### config.mk
export PLATFORM = sky130hd
export DESIGN_NAME = oled_init_seq
export DESIGN_NICKNAME = d
export VERILOG_FILES = /design/src/rtl/oled_init_pkg.sv /design/src/rtl/oled_delay_cnt.sv /design/src/rtl/oled_slot_seq.sv /design/src/rtl/oled_byte_gen.sv /design/src/rtl/oled_init_seq.sv
export SDC_FILE = /design/constraint.sdc
export NUM_CORES = 1
export LEC_CHECK = 0
export BUFFER_PORTS_ARGS = -buffer_cell sky130_fd_sc_hd__buf_2
export CORE_MARGIN = 3
export CORE_UTILIZATION = 30
export DETAILED_ROUTE_END_ITERATION = 16
export PLACE_DENSITY = 0.53
export SYNTH_ARGS = -nofsm -noshare
export SYNTH_HDL_FRONTEND = slang
export SYNTH_HIERARCHICAL = 1
export SYNTH_SLANG_ARGS = --single-unit
### constraint.sdc
create_clock -name clk -period 10.7 [get_ports clk]
set_clock_uncertainty 0.15 [all_clocks]
set_input_delay 2.675 -clock clk [delete_from_list [all_inputs] [get_ports clk]]
set_output_delay 2.675 -clock clk [all_outputs]
set_load 0.01 [all_outputs]
### src/rtl/oled_init_pkg.sv
package oled_init_pkg;

  typedef enum logic [2:0] {
    ST_IDLE,
    ST_RST_HI,
    ST_RST_LO,
    ST_SEND,
    ST_DONE
  } seq_state_e;

  typedef struct packed {
    logic [7:0] contrast;
    logic       seg_remap;
    logic       scan_inv;
    logic [7:0] rows;
    logic [7:0] row_offset;
    logic [4:0] clk_div;
    logic [3:0] osc_code;
    logic       area_col;
    logic       low_pwr;
    logic [3:0] pre_ph1;
    logic [3:0] pre_ph2;
    logic       com_seq;
    logic       com_swap;
    logic [7:0] vcomh;
    logic       pump;
    logic       lut_en;
    logic       page_mode;
  } panel_cfg_t;

  localparam logic [7:0] OP_CONTRAST = 8'h81;
  localparam logic [7:0] OP_SEGMAP   = 8'hA0;
  localparam logic [7:0] OP_SCANDIR  = 8'hC0;
  localparam logic [7:0] OP_MUX      = 8'hA8;
  localparam logic [7:0] OP_OFFSET   = 8'hD3;
  localparam logic [7:0] OP_CLOCK    = 8'hD5;
  localparam logic [7:0] OP_AREA     = 8'hD8;
  localparam logic [7:0] OP_PRECH    = 8'hD9;
  localparam logic [7:0] OP_COMPINS  = 8'hDA;
  localparam logic [7:0] OP_VCOMH    = 8'hDB;
  localparam logic [7:0] OP_PUMP     = 8'h8D;
  localparam logic [7:0] OP_GAMMA    = 8'h91;
  localparam logic [7:0] OP_ADDRMODE = 8'h20;
  localparam logic [7:0] OP_ON       = 8'hAF;

  localparam int LUT_LO = 31;
  localparam int LUT_HI = 63;

  // Slot numbering of the fixed part of the stream
  localparam int SLOT_AREA  = 10;
  localparam int SLOT_PRE   = 12;
  localparam int SLOT_GAMMA = 20;
  localparam int SLOT_LUT0  = 21;

  function automatic logic lut_bad(input logic [7:0] v);
    return (int'(v) < LUT_LO) || (int'(v) > LUT_HI);
  endfunction

endpackage

### src/rtl/oled_delay_cnt.sv
module oled_delay_cnt #(
  parameter int CYC = 200
) (
  input  logic clk,
  input  logic rst,
  input  logic clear,
  output logic expired
);
  localparam int CW = $clog2(CYC + 1);

  logic [CW-1:0] cnt_q;

  assign expired = (cnt_q == CW'(CYC - 1));

  always_ff @(posedge clk) begin
    if (rst || clear) begin
      cnt_q <= '0;
    end else if (!expired) begin
      cnt_q <= cnt_q + 1'b1;
    end
  end
endmodule

### src/rtl/oled_slot_seq.sv
module oled_slot_seq #(
  parameter int LUT_N = 4,
  localparam int NSLOT = oled_init_pkg::SLOT_LUT0 + LUT_N + 3,
  localparam int SW = $clog2(NSLOT)
) (
  input  logic [SW-1:0] slot_i,
  input  logic          area_any_i,
  input  logic          lut_en_i,
  output logic [SW-1:0] next_o,
  output logic          last_o,
  output logic          is_lut_o
);
  import oled_init_pkg::*;

  localparam int SLOT_ADDR = SLOT_LUT0 + LUT_N;
  localparam int SLOT_LAST = SLOT_ADDR + 2;

  int s;
  int n;

  always_comb begin
    s = int'(slot_i);
    n = s + 1;
    if (n == SLOT_AREA && !area_any_i) n = SLOT_PRE;
    if (n == SLOT_GAMMA && !lut_en_i)  n = SLOT_ADDR;
    next_o   = SW'(n);
    last_o   = (s == SLOT_LAST);
    is_lut_o = (s >= SLOT_LUT0) && (s < SLOT_ADDR);
  end
endmodule

### src/rtl/oled_byte_gen.sv
module oled_byte_gen #(
  parameter int LUT_N = 4,
  localparam int NSLOT = oled_init_pkg::SLOT_LUT0 + LUT_N + 3,
  localparam int SW = $clog2(NSLOT)
) (
  input  logic [SW-1:0]          slot_i,
  input  oled_init_pkg::panel_cfg_t cfg_i,
  input  logic [8*LUT_N-1:0]     lut_i,
  output logic [7:0]             byte_o
);
  import oled_init_pkg::*;

  localparam int SLOT_ADDR = SLOT_LUT0 + LUT_N;

  int s;

  always_comb begin
    s = int'(slot_i);
    byte_o = 8'h00;
    case (s)
      0:  byte_o = OP_CONTRAST;
      1:  byte_o = cfg_i.contrast;
      2:  byte_o = OP_SEGMAP | {7'b0, cfg_i.seg_remap};
      3:  byte_o = OP_SCANDIR | {4'b0, cfg_i.scan_inv, 3'b0};
      4:  byte_o = OP_MUX;
      5:  byte_o = cfg_i.rows - 8'd1;
      6:  byte_o = OP_OFFSET;
      7:  byte_o = cfg_i.row_offset;
      8:  byte_o = OP_CLOCK;
      9:  byte_o = {cfg_i.osc_code, 4'(cfg_i.clk_div - 5'd1)};
      10: byte_o = OP_AREA;
      11: byte_o = (cfg_i.area_col ? 8'h1E : 8'h00) | (cfg_i.low_pwr ? 8'h05 : 8'h00);
      12: byte_o = OP_PRECH;
      13: byte_o = {cfg_i.pre_ph2, cfg_i.pre_ph1};
      14: byte_o = OP_COMPINS;
      15: byte_o = 8'h02 | {2'b00, cfg_i.com_swap, ~cfg_i.com_seq, 4'b0000};
      16: byte_o = OP_VCOMH;
      17: byte_o = cfg_i.vcomh;
      18: byte_o = OP_PUMP;
      19: byte_o = 8'h10 | {5'b0, cfg_i.pump, 2'b00};
      20: byte_o = OP_GAMMA;
      default: begin
        if (s >= SLOT_LUT0 && s < SLOT_ADDR) begin
          byte_o = lut_i[(s - SLOT_LUT0)*8 +: 8];
        end else if (s == SLOT_ADDR) begin
          byte_o = OP_ADDRMODE;
        end else if (s == SLOT_ADDR + 1) begin
          byte_o = cfg_i.page_mode ? 8'h02 : 8'h00;
        end else begin
          byte_o = OP_ON;
        end
      end
    endcase
  end
endmodule

### src/rtl/oled_init_seq.sv
module oled_init_seq #(
  parameter int CLK_HZ = 50_000_000,
  parameter int RST_US = 4,
  parameter int LUT_N  = 4
) (
  input  logic               clk,
  input  logic               rst,
  input  logic               start_i,
  input  logic               rst_ctl_en_i,
  input  logic [7:0]         contrast_i,
  input  logic               seg_remap_i,
  input  logic               scan_inv_i,
  input  logic [7:0]         rows_i,
  input  logic [7:0]         row_offset_i,
  input  logic [4:0]         clk_div_i,
  input  logic [3:0]         osc_code_i,
  input  logic               area_col_i,
  input  logic               low_pwr_i,
  input  logic [3:0]         pre_ph1_i,
  input  logic [3:0]         pre_ph2_i,
  input  logic               com_seq_i,
  input  logic               com_swap_i,
  input  logic [7:0]         vcomh_i,
  input  logic               pump_i,
  input  logic               lut_en_i,
  input  logic [8*LUT_N-1:0] lut_i,
  input  logic               page_mode_i,
  output logic [7:0]         tx_data_o,
  output logic               tx_dc_o,
  output logic               tx_valid_o,
  input  logic               tx_ready_i,
  output logic               panel_rst_o,
  output logic               busy_o,
  output logic               done_o,
  output logic               lut_warn_o
);
  import oled_init_pkg::*;

  localparam int RST_CYC = (CLK_HZ / 1_000_000) * RST_US;
  localparam int NSLOT   = SLOT_LUT0 + LUT_N + 3;
  localparam int SW      = $clog2(NSLOT);

  seq_state_e state_q;
  logic [SW-1:0] slot_q;
  logic [SW-1:0] slot_nxt;
  logic [SW-1:0] load_idx;
  logic [7:0]    load_byte;
  logic          slot_last;
  logic          slot_is_lut;
  logic          dly_clear;
  logic          dly_done;
  logic          hshake;
  panel_cfg_t    cfg;

  assign cfg = '{
    contrast:   contrast_i,
    seg_remap:  seg_remap_i,
    scan_inv:   scan_inv_i,
    rows:       rows_i,
    row_offset: row_offset_i,
    clk_div:    clk_div_i,
    osc_code:   osc_code_i,
    area_col:   area_col_i,
    low_pwr:    low_pwr_i,
    pre_ph1:    pre_ph1_i,
    pre_ph2:    pre_ph2_i,
    com_seq:    com_seq_i,
    com_swap:   com_swap_i,
    vcomh:      vcomh_i,
    pump:       pump_i,
    lut_en:     lut_en_i,
    page_mode:  page_mode_i
  };

  oled_slot_seq #(.LUT_N(LUT_N)) u_seq (
    .slot_i     (slot_q),
    .area_any_i (area_col_i | low_pwr_i),
    .lut_en_i   (lut_en_i),
    .next_o     (slot_nxt),
    .last_o     (slot_last),
    .is_lut_o   (slot_is_lut)
  );

  // Byte to load into the output register: slot 0 when a run begins
  assign load_idx = (state_q == ST_SEND) ? slot_nxt : '0;

  oled_byte_gen #(.LUT_N(LUT_N)) u_gen (
    .slot_i (load_idx),
    .cfg_i  (cfg),
    .lut_i  (lut_i),
    .byte_o (load_byte)
  );

  assign dly_clear = !((state_q == ST_RST_HI) || (state_q == ST_RST_LO)) || dly_done;

  oled_delay_cnt #(.CYC(RST_CYC)) u_dly (
    .clk     (clk),
    .rst     (rst),
    .clear   (dly_clear),
    .expired (dly_done)
  );

  assign hshake  = tx_valid_o && tx_ready_i;
  assign tx_dc_o = 1'b0;
  assign busy_o  = (state_q == ST_RST_HI) || (state_q == ST_RST_LO) || (state_q == ST_SEND);
  assign done_o  = (state_q == ST_DONE);

  always_ff @(posedge clk) begin
    if (rst) begin
      state_q     <= ST_IDLE;
      slot_q      <= '0;
      tx_valid_o  <= 1'b0;
      tx_data_o   <= 8'h00;
      panel_rst_o <= 1'b0;
      lut_warn_o  <= 1'b0;
    end else begin
      case (state_q)
        ST_IDLE, ST_DONE: begin
          if (start_i) begin
            lut_warn_o <= 1'b0;
            if (rst_ctl_en_i) begin
              state_q     <= ST_RST_HI;
              panel_rst_o <= 1'b1;
            end else begin
              state_q    <= ST_SEND;
              slot_q     <= '0;
              tx_valid_o <= 1'b1;
              tx_data_o  <= load_byte;
            end
          end
        end
        ST_RST_HI: begin
          if (dly_done) begin
            panel_rst_o <= 1'b0;
            state_q     <= ST_RST_LO;
          end
        end
        ST_RST_LO: begin
          if (dly_done) begin
            state_q    <= ST_SEND;
            slot_q     <= '0;
            tx_valid_o <= 1'b1;
            tx_data_o  <= load_byte;
          end
        end
        ST_SEND: begin
          if (hshake) begin
            if (slot_is_lut && lut_bad(tx_data_o)) lut_warn_o <= 1'b1;
            if (slot_last) begin
              tx_valid_o <= 1'b0;
              state_q    <= ST_DONE;
            end else begin
              slot_q    <= slot_nxt;
              tx_data_o <= load_byte;
            end
          end
        end
        default: state_q <= ST_IDLE;
      endcase
    end
  end
endmodule

==> flow_metrics.env <==
export IMPL_status="finished clean"
export IMPL_fmax_mhz=155
export IMPL_powerDensity_nw_per_um2=68.3
export IMPL_synth_cell_types=79
export IMPL_grt_util_all_layers_pct=16.1
export IMPL_ioPinCount=109
export IMPL_worstPathArrival_ns=6.48
export IMPL_synth_edf_count=0
export IMPL_htreeDepth=1
export IMPL_crit_fanout=14
export IMPL_syn_to_final_growth_pct=19.9
export IMPL_nets=562
export IMPL_die_y_um=105
export IMPL_grt_setup_unrepaired="false"
export IMPL_slew_violations=0
export IMPL_worstSetupPathType="in2reg"
export IMPL_worstPathCellList="buf_2 > or2_2 > nor4b_4 > a21oi_1 > and2_1 > inv_1 > ha_1 > nor3_1 > a2111oi_1 > or3_4 > nor2_8 > nor4_1 > o22ai_1 > a31o_2"
export IMPL_layout_drive_gt1_share_pct=32.5
export IMPL_antenna_found_initial=0
export IMPL_core_um2=9420
export IMPL_irDropWorstVdd_uv=46.9
export IMPL_synth_seq_cells=27
export IMPL_yosysWarnings=6
export IMPL_row_count=35
export IMPL_hold_viol_final=0
export IMPL_fin_area_um2=3530
export IMPL_clock_path_buffers=2
export IMPL_drc=0
export IMPL_setup_violations=0
export IMPL_clk_pin_slew_ns=0.10
export IMPL_drtPass1Iterations=5
export IMPL_drv_cap=0
export IMPL_via_per_inst=5.48
export IMPL_ant_nets=0
export IMPL_synth_nets=477
export IMPL_synth_most_common_cell="nand2_1"
export IMPL_synthTopCellsByArea="dfxtp_1, mux4_2, a21oi_1"
export IMPL_grt_pass1_vias=3105
export IMPL_die_area_um2=11100
export IMPL_cts_tree="built"
export IMPL_period_minus_slack_ns=6.45
export IMPL_grt_first_pass_wirelength_mm=14.9
export IMPL_ys_flop_type="dfxtp_1"
export IMPL_async_flop_share_pct=0
export IMPL_initial_utilization_pct=31.3
export IMPL_p_leak_uw=0.00144
export IMPL_cp_data_required_time_ns=10.73
export IMPL_synth_area_per_cell_um2=7.93
export IMPL_grt_max_degree=27
export IMPL_totalWireLength_mm=9.06
export IMPL_die_w_um=105
export IMPL_cts_sinks=27
export IMPL_post_cts_buffers=0
export IMPL_cts_buffers=3
export IMPL_diodes=0
export IMPL_netlist_area_leader_share_pct=18.3
export IMPL_tns_ns=0
export IMPL_crit_path_end_kind="register"
export IMPL_finalCritPeriodShare_pct=60.3
export IMPL_slowest_delay_ns=0.56
export IMPL_dpl_cell_area_um2=3490
export IMPL_slew_limit_headroom_pct=35.8
export IMPL_yosysTopAreaCell="dfxtp_1"
export IMPL_synth_commonest_cells="nand2_1, a21oi_1, dfxtp_1"
export IMPL_root_buffer="clkbuf_8"
export IMPL_first_iter_violations=239
export IMPL_port_buffers=106
export IMPL_ctsResizeCount=0
export IMPL_synthesis_area_um2=2950
export IMPL_nFillCells=1006
export IMPL_wire_per_inst_um=15.5
export IMPL_place_gp_congestion=0.893
export IMPL_ys_seq_area_share_pct=18.3
export IMPL_num_vias=3205
export IMPL_holdBufCountCts=0
export IMPL_grt_overflow=0
export IMPL_worstHoldPathType="reg2reg"
export IMPL_tightest_slew_ns=0.962
export IMPL_startpoint_type="input port"
export IMPL_dp_hpwl_mm=7.23
export IMPL_clk_latency_ns=0.28
export IMPL_critPathSlowestCell="ha_1"
export IMPL_syn_inst=372
## state kept, by name, summed over array words and instances (netlist names)
name,flops
state_q,3
slot_q,5
tx_data_o,8
u_dly/cnt_q,8
tx_valid_o,1
lut_warn_o,1
panel_rst_o,1
## power by group
group          switching (uW)  internal [uW]  leakage, uW  total [uW]
clock network            34.8           26.5    0.0000217        61.3
logic                    36.4           33.9      0.00120        70.3
registers                5.29            105     0.000219         110
total                    76.5            165      0.00144         241
## layout by cell type, fill, tap and decap left out, drive strengths merged, types with 3 or more instances in the layout
cell type    n
nor4b        3
nand2b       8
clkbuf       3
nor3b        4
a21oi       27
nor3        12
nor4         4
a221oi       3
a32oi        3
a31oi        6
a31o         8
a22o        10
nor2b        9
a2111oi      6
a22oi        6
o22ai        3
xor2         8
buf        106
o211ai       3
nand3       12
and2        10
mux2i        3
a21o         4
xnor2        7
nor2        26
or3          4
mux4         8
ha          10
dfxtp       27
nand4        3
o21ai       17
nand2       36
inv         19
## kinds of logic after synthesis
group | after synthesis | synth area share (%)
buffers and inverters | 46 | 7.81
xor gates and xnor gates | 15 | 5.09
DFF | 27 | 18.3
and+or+nand+nor | 144 | 28.0
other | 1 | 0.127
adders and majority gates | 10 | 4.24
AOI/OAI and AO/OA | 117 | 28.9
muxes | 12 | 7.51
## worst max-delay path, delay by kind of cell
family          cells  cell delay [ns]
compound gates      4             1.01
fa+ha+maj           1             0.56
buf+inv             2             0.31
simple gates        7             1.93
## per-stage QoR
| step | std cells | setup WS, ns | power (uW) | utilization, % | hold WS (ns) |
|---|---|---|---|---|---|
| floorplan | 372 | 4.94 | 155 | - | 0.301 |
| global placement | 581 | 3.97 | 182 | 37.0 | 0.293 |
| detailed placement | 581 | 3.99 | 183 | 37.0 | 0.300 |
| CTS | 585 | 4.28 | 244 | 37.5 | 0.316 |
| global route | 585 | 3.98 | 255 | 37.5 | 0.370 |
| finish | 585 | 4.25 | 241 | 37.5 | 0.313 |
## final timing paths
kind,cells after the start,from,slack (ns),endpoint
worst min register to register,2,lut_warn_o$_SDFFE_PP0P_,0.31,lut_warn_o$_SDFFE_PP0P_
worst min-delay path,2,lut_warn_o$_SDFFE_PP0P_,0.31,lut_warn_o$_SDFFE_PP0P_
worst max-delay path,14,low_pwr_i,4.25,tx_data_o[0]$_SDFFE_PP0P_
worst max register to register,14,slot_q[0]$_SDFFE_PP0P_,5.89,tx_data_o[0]$_SDFFE_PP0P_
## final cells by class
| type | count | area (um^2) | share of cell area [%] |
|---|---|---|---|
| well taps | 129 | 161 | 4.57 |
| clock inverters | 1 | 7.51 | 0.212 |
| multi-input cells | 299 | 2180 | 61.6 |
| clock buffers | 3 | 41.3 | 1.17 |
| repair buffers | 106 | 531 | 15.0 |
| inverters | 20 | 75.1 | 2.12 |
| flip-flops and latches | 27 | 541 | 15.3 |
## routing by layer
| metal | up-vias | track usage [%] | routed length (um) |
|---|---|---|---|
| met2 | 152 | 25.6 | 4070 |
| met1 | 1478 | 22.6 | 4140 |
| met4 | 0 | 4.59 | 218 |
| met3 | 22 | 2.35 | 626 |
| met5 | - | 0 | 0 |
| li1 | 1553 | - | - |
Note: power is estimated with default switching activity, not from simulation.
